$ cat config.mk
export PLATFORM = sky130hd
export DESIGN_NAME = tdm_codec_port
export DESIGN_NICKNAME = d
export VERILOG_FILES = /design/src/rtl/tdm_codec_port.sv
export SDC_FILE = /design/constraint.sdc
export NUM_CORES = 1
export LEC_CHECK = 0
export CORE_MARGIN = 5
export CORE_UTILIZATION = 69
export CTS_CLUSTER_DIAMETER = 40
export DETAILED_ROUTE_END_ITERATION = 7
export DONT_BUFFER_PORTS = 1
export GPL_ROUTABILITY_DRIVEN = 0
export PLACE_DENSITY = 0.92
export SYNTH_ARGS = -nofsm -noshare
export SYNTH_HDL_FRONTEND = slang
export SYNTH_SLANG_ARGS = --single-unit
$ cat constraint.sdc
create_clock -name clk -period 6 [get_ports clk]
set_input_delay 0.6 -clock clk [delete_from_list [all_inputs] [get_ports clk]]
set_output_delay 0.6 -clock clk [all_outputs]
set_load 0.02 [all_outputs]
$ cat src/rtl/tdm_codec_port.sv
module tdm_codec_port #(
  parameter int MAX_DEV = 16,
  parameter int SLOT_W  = 16,
  parameter int REG_AW  = 4,
  parameter int REG_DW  = 8
) (
  input  logic                       clk,
  input  logic                       rst_n,
  input  logic                       sclk,
  input  logic                       fs,
  input  logic                       din,
  output logic                       dout,
  output logic                       dout_oe,
  input  logic [$clog2(MAX_DEV)-1:0] chain_last,
  input  logic [$clog2(MAX_DEV)-1:0] position,
  input  logic [SLOT_W-1:0]          adc_sample,
  output logic [SLOT_W-1:0]          dac_sample,
  output logic                       dac_valid,
  output logic                       cont_mode
);
  localparam int PW = $clog2(MAX_DEV);
  localparam int SW = $clog2(2 * MAX_DEV);
  localparam int BW = $clog2(SLOT_W);
  localparam int CW = SW + BW;
  localparam int NREG = 2 ** REG_AW;
  localparam int MODE_ADDR = 1;
  localparam int CONT_BIT = 6;
  localparam int FMT_BIT = 0;

  logic s1, s2, f1, f2;
  logic armed, active, mode_f, rd_pend;
  logic [CW-1:0] cnt;
  logic [SLOT_W-1:0] tx_data, tx_ctrl, rx_sh, dac_q;
  logic [REG_DW-1:0] regs [NREG];
  logic [REG_AW-1:0] rd_addr;
  logic dv;

  wire sck_rise = s1 & ~s2;
  wire sck_fall = ~s1 & s2;
  wire fs_fall  = ~f1 & f2;

  wire [SW-1:0] slot  = cnt[CW-1:BW];
  wire [BW-1:0] bit_i = cnt[BW-1:0];
  wire          fmt_on = regs[MODE_ADDR][FMT_BIT];

  wire [SW:0] ndev  = {{(SW+1-PW){1'b0}}, chain_last} + (SW+1)'(1);
  wire [SW:0] nsl   = mode_f ? ndev : (ndev << 1);
  wire [CW:0] fbits = {nsl, {BW{1'b0}}};
  wire [CW:0] lastw = fbits - (CW+1)'(1);

  wire in_chain = position <= chain_last;
  wire in_data  = active && in_chain && slot == SW'(position);
  wire in_ctrl  = active && in_chain && !mode_f &&
                  slot == SW'(chain_last) + SW'(position) + SW'(1);

  wire [SLOT_W-1:0] tx_word = in_ctrl ? tx_ctrl : tx_data;
  wire [SLOT_W-1:0] rx_word = {rx_sh[SLOT_W-2:0], din};

  assign dout_oe    = in_data | in_ctrl;
  assign dout       = dout_oe & tx_word[~bit_i];
  assign dac_sample = dac_q;
  assign dac_valid  = dv;
  assign cont_mode  = regs[MODE_ADDR][CONT_BIT];

  always_ff @(posedge clk or negedge rst_n) begin
    if (!rst_n) begin
      s1 <= 1'b0; s2 <= 1'b0; f1 <= 1'b0; f2 <= 1'b0;
    end else begin
      s1 <= sclk; s2 <= s1; f1 <= fs; f2 <= f1;
    end
  end

  always_ff @(posedge clk or negedge rst_n) begin
    if (!rst_n) begin
      armed   <= 1'b0;
      active  <= 1'b0;
      mode_f  <= 1'b0;
      cnt     <= '0;
      tx_data <= '0;
      tx_ctrl <= '0;
      rx_sh   <= '0;
      dac_q   <= '0;
      dv      <= 1'b0;
      rd_pend <= 1'b0;
      rd_addr <= '0;
      for (int i = 0; i < NREG; i++) regs[i] <= '0;
    end else begin
      dv <= 1'b0;
      if (fs_fall) begin
        armed   <= 1'b1;
        tx_data <= adc_sample;
        tx_ctrl <= rd_pend ? SLOT_W'(regs[rd_addr]) : '0;
        rd_pend <= 1'b0;
      end
      if (sck_rise) begin
        if (armed) begin
          armed  <= 1'b0;
          active <= 1'b1;
          cnt    <= '0;
          mode_f <= cont_mode;
        end else if (active) begin
          if (cnt == lastw[CW-1:0]) active <= 1'b0;
          else cnt <= cnt + CW'(1);
        end
      end
      if (sck_fall && (in_data || in_ctrl)) begin
        rx_sh <= rx_word;
        if (bit_i == BW'(SLOT_W - 1)) begin
          if (in_data) begin
            dac_q <= rx_word;
            dv    <= 1'b1;
            if (mode_f && fmt_on && rx_word[0])
              regs[MODE_ADDR][CONT_BIT] <= 1'b0;
          end else if (rx_word[SLOT_W-1]) begin
            rd_addr <= rx_word[SLOT_W-2 -: REG_AW];
            rd_pend <= 1'b1;
          end else begin
            regs[rx_word[SLOT_W-2 -: REG_AW]] <= rx_word[REG_DW-1:0];
          end
        end
      end
    end
  end
endmodule

Word level (Yosys, flattened, before mapping). Cells that the tools add are included.

Bits in registers: 213. Input bits: 29. Output and inout port bits: 20. Word-level logic and storage cells: 110.

Add/subtract/negate cells: 5. $lt $le $gt $ge: 5. Equality and inequality tests: 7. Mux-type cells: 31. Bitwise gates (word level): 13. Reductions and logical operators: 17.

Operators with widths (count): 128-bit bitwise mux (1); 119-bit 2-to-1 mux (1); 8-bit binary-select mux with 4-bit select (1); 8-bit demux with 4-bit select (1); 8-bit 2-to-1 mux (4); 9-bit 2-to-1 mux (3); 1-bit 2-to-1 mux (17); 16-bit 2-to-1 mux (1); 4-bit AND reduction (3); 5-bit greater-or-equal comparator (second input constant) (2); 4-bit NOT with 5-bit output (2); 9-bit by 1-bit adder with 9-bit output (second input constant) (1); 9-bit equality test (1); 9-bit by 1-bit subtractor with 9-bit output (second input constant) (1); 1-bit logical AND (8); 3-bit AND reduction (2); 4-bit by 1-bit adder with 5-bit output (second input constant) (1); 4-bit by 4-bit adder with 5-bit output (1); 5-bit by 1-bit adder with 5-bit output (second input constant) (1); 5-bit by 4-bit equality test with 1-bit output (1); 5-bit equality test (1); 4-bit by 5-bit < comparator with 1-bit output (second input constant) (1); 5-bit by 1-bit < comparator with 1-bit output (second input constant) (1); 5-bit 2-to-1 mux (1); 13 further kinds (21).

Logic depth before layout (Yosys ltp).
Depth in word-level cells: 8. Mapped depth: 13. Gate-level depth less buffers: 12.

Worst setup path before layout. No wires, ideal clock.

Kind: input port to output port. Start: input chain_last[0]. End: output dout. Arrival time: 3.314 ns. Required time: 5.400 ns. Setup slack: 2.086 ns. Stages on the path: 13. Buffers on the path: 1. Cells stage by stage: inv_1 > ha_1 > inv_1 > fa_1 > xnor3_1 > nor4_2 > nand4_1 > nor3_2 > clkbuf_1 > a311oi_1 > nand3_1 > nand4_1 > o31ai_1.

Word-level cells in the longest chain between the ends: 8. Elaborated cells between the ends (all ways): 13. Classes of those cells: add/sub (2); order compare (1); eq/ne (1); mux (3); bitwise (2); reduce/logical (4).

RTL lines: from (decl) (RTL line 14) `input logic [$clog2(MAX_DEV)-1:0] chain_last,`; 4-bit by 4-bit adder with 5-bit output or 4-bit <= comparator (tied branches) (RTL line 54, 51); 5-bit by 1-bit adder with 5-bit output or 1-bit logical AND (tied branches) (RTL line 54, 52, 53); 5-bit equality test or 1-bit logical AND (tied branches) (RTL line 54, 53); 1-bit logical AND (RTL line 53) `wire in_ctrl = active && in_chain && !mode_f &&`; 16-bit 2-to-1 mux (RTL line 56) `wire [SLOT_W-1:0] tx_word = in_ctrl ? tx_ctrl : tx_data;`; 1-bit binary-select mux with 4-bit select (RTL line 60) `assign dout = dout_oe & tx_word[~bit_i];`; 1-bit 2-to-1 mux (implied by the code) (RTL line 60); 1-bit bitwise AND * (RTL line 60); to (decl) (RTL line 12) `output logic dout,`.

Mark *: on every way between the ends. The rest lies on a longest branch, timed or not. The select of a mux whose other input is x is not followed.

Final worst setup path.
Start: input chain_last[0]. End: output dout.

Elaborated cells between the ends (all ways): 13. Classes of those cells: add/sub (2); order compare (1); eq/ne (1); mux (3); bitwise (2); reduce/logical (4).

RTL lines: 4-bit by 4-bit adder with 5-bit output or 4-bit <= comparator (tied branches) (RTL line 54, 51); 5-bit by 1-bit adder with 5-bit output or 1-bit logical AND (tied branches) (RTL line 54, 52, 53); 5-bit equality test or 1-bit logical AND (tied branches) (RTL line 54, 53); 1-bit logical AND (RTL line 53); 1-bit OR * (RTL line 59) `assign dout_oe = in_data | in_ctrl;`; named net dout_oe (RTL line 13) `output logic dout_oe,`; 1-bit bitwise AND * (RTL line 60).

Mark *: on every way through the listed nets, which the timed path passes. The rest lies on a longest branch. The select of a mux whose other input is x is not followed.

==> results_dict.tcl <==
set metrics [dict create \
    start_kind "primary input" \
    drc 0 \
    rsz0062_at_grt "no" \
    ant_nets 0 \
    cts_tree "done" \
    critPathSlowestCell "nor3_2" \
    cts_max_level 1 \
    worstReg2RegEnd "rx_sh[6]" \
    cts_buffers 28 \
    rows 43 \
    drtPass1Iterations 5 \
    peakVddDrop_uv 244 \
    ys_ff_latch 205 \
    fp.dieH_microns 129 \
    r2r_cells 7 \
    synth_area_leaders "dfrtp_1, mux2_2, mux4_2, nand2_1, clkbuf_1" \
    dp_hpwl_microns 13600 \
    area_growth_pct 10.9 \
    synth_top_flop_cell "dfrtp_1" \
    powerDensity_mw_per_mm2 312 \
    worstReg2RegStart "cnt[6]" \
    num_io_pins 49 \
    synth_nets 769 \
    crit_start "chain_last[0]" \
    drive_gt1_share_pct 37.9 \
    yosysSeqAreaShare_pct 52.2 \
    end_kind "output pin" \
    syn_avg_cell_area_sq_um 13.5 \
    crit_type "in -> out" \
    ys_warn_count 0 \
    clk_latency_ns 0.53 \
    cp_top_family "simple AND/OR/NAND/NOR gates" \
    p_leak_uw 0.00525 \
    antenna_found_initial 0 \
    slew_headroom_pct 22.7 \
    start_util_pct 70.5 \
    drt_iter0_markers 511 \
    period_share_pct 75.8 \
    grt_first_pass_wirelength_microns 36300 \
    hold_violations 0 \
    cp_num_cells 11 \
    drt-total-wl_microns 22000 \
    grt_max_degree 206 \
    status "completed" \
    setup_viol 0 \
    crit_arrival_ns 3.95 \
    root_buffer "clkbuf_16" \
    tritoncts_num_sinks 205 \
    core_region_area_sq_mm 0.0139 \
    async_reset_ff_share_pct 100 \
    overflow 0 \
    io_buffers 0 \
    vias 6027 \
    cp_cell_sequence "inv_1 -> ha_1 -> inv_1 -> fa_1 -> xnor3_1 -> nor4_2 -> nand4_1 -> nor3_2 -> nand2b_1 -> nand4_1 -> o31ai_1" \
    nets 746 \
    clk_pin_slew_ns 0.06 \
    synth_commonest_cells "dfrtp_1, mux2_2, nand2_1, mux4_2, clkbuf_1" \
    max_stage_delay_ns 0.75 \
    synth_area_sq_mm 0.00982 \
    cts_buffer_depth 3 \
    final.min_clock_period_ns 4.55 \
    final_cells 908 \
    routedWlPerCell_microns 24.2 \
    yosys.area.top_type "dfrtp_1" \
    worstPathMaxFanout 14 \
    synth_edf_count 0 \
    grtUsageTotal_pct 27.8 \
    via_per_inst 6.64 \
    drv_slew 0 \
    maxCapViolCount 0 \
    dp.cells 855 \
    hp-class "in -> async" \
    grt_pass1_vias 6605 \
    reg2reg_slack_ns 2.18 \
    n_antenna_cell 0 \
    cp.required_ns 5.40 \
    clock-skew-final_ns 0.0127 \
    finalSetupTns_ns 0 \
    cp-endpoint "dout" \
    ys_types 60 \
    tightest_slew_ns 1.16 \
    syn_inst 729 \
    synth_top_area_share_pct 52.2 \
    fmax_mhz 220 \
    die_width_microns 129 \
    cp_num_buf_inv 2 \
    synth_most_common_cell "dfrtp_1" \
    die_area_sq_mm 0.0167 \
]
[cell families (layout without fill, tap and decap cells)]
| kind of cell | Yosys count | count (layout) | share of synthesized area, % |
|---|---|---|---|
| simple gates | 177 | 177 | 9.91 |
| flops | 205 | 205 | 52.2 |
| fa+ha+maj | 11 | 11 | 1.48 |
| compound gates | 40 | 40 | 2.88 |
| xor+xnor | 13 | 13 | 1.30 |
| buf+inv | 66 | 65 | 2.61 |
| mux | 217 | 217 | 29.6 |
[worst min path at each step]
stage / end / slack, ns / cells past startpoint
finish: regs[123] / 0.10 / 1
global route: f1 / 0.09 / 0
floorplan: active / 0.30 / 0
global placement: tx_data[15] / 0.31 / 0
CTS: f1 / 0.09 / 0
detailed placement: tx_data[14] / 0.31 / 0
[layer usage]
layer | track usage, % | routed length (microns)
met1 | 35.4 | 8410
met2 | 49.7 | 11700
met3 | 4.78 | 1320
met4 | 7.78 | 524
met5 | 0 | 0
[area by class of cell]
type / count / area (sq um)
Clock buffer: 34 / 764
Clock inverter: 18 / 256
Fill cell: 727 / 3040
Inverter: 10 / 37.5
Multi-Input combinational cell: 458 / 4430
Sequential cell: 205 / 5130
Tap cell: 180 / 225
Timing Repair Buffer: 3 / 42.5
[placed cells by master (no fill, tap or decap), types with 6 or more instances in the layout]
cell	Yosys	final
dfrtp_1	205	204
nor2_1	7	7
mux2i_1	11	11
nand2b_1	17	17
mux4_2	42	42
nand2_1	83	83
clkbuf_16	0	29
and3_1	6	6
xnor2_1	6	6
mux2_2	164	164
xor2_1	6	6
inv_1	10	10
ha_1	10	10
nand4_1	8	8
nand3_1	14	14
nor2b_1	7	6
a21oi_1	6	6
clkinvlp_4	0	6
[worst register-to-register path, cell delays in order, from the launching register on]
cell	delay [ns]
dfrtp_1	0.49
xnor3_1	0.47
nor4_2	0.16
nand4_1	0.13
nor3_2	0.75
nand2b_1	0.39
nand3b_1	0.73
mux2_2	0.58
[report_power, final]
group / switching, uW / leakage (uW) / total [uW] / internal (uW)
clock: 641 / 0.000478 / 1780 / 1130
sequential: 50.2 / 0.00282 / 1460 / 1410
combinational: 95.0 / 0.00195 / 162 / 66.7
total: 786 / 0.00525 / 3400 / 2610
[what timing repair did]
action,4_1_cts,5_1_grt
hold endpoints to repair,205,0
resized for setup,0,0
setup endpoints to repair,0,0
hold buffers,1,0
setup buffers,0,0
[metrics by stage]
step	cell area (sq um)	hold slack (ns)	utilization, %	setup WS [ns]	power, uW
2_1_floorplan	9820	0.304	-	2.09	1580
3_3_place_gp	9840	0.314	70.6	1.65	1600
3_5_place_dp	9840	0.311	70.6	1.44	1610
4_1_cts	10900	0.0913	78.2	1.49	3410
5_1_grt	10900	0.0864	78.2	1.26	3500
6_report	10900	0.101	78.2	1.45	3400
[flip-flops by register name (all words and copies together) (netlist names), 4 cells and up]
| name | flops |
|---|---|
| rd_addr | 4 |
| tx_ctrl | 8 |
| rx_sh | 15 |
| dac_sample | 16 |
| tx_data | 16 |
| cnt | 9 |
| regs | 126 |
Power figures use the tool's default switching activity.
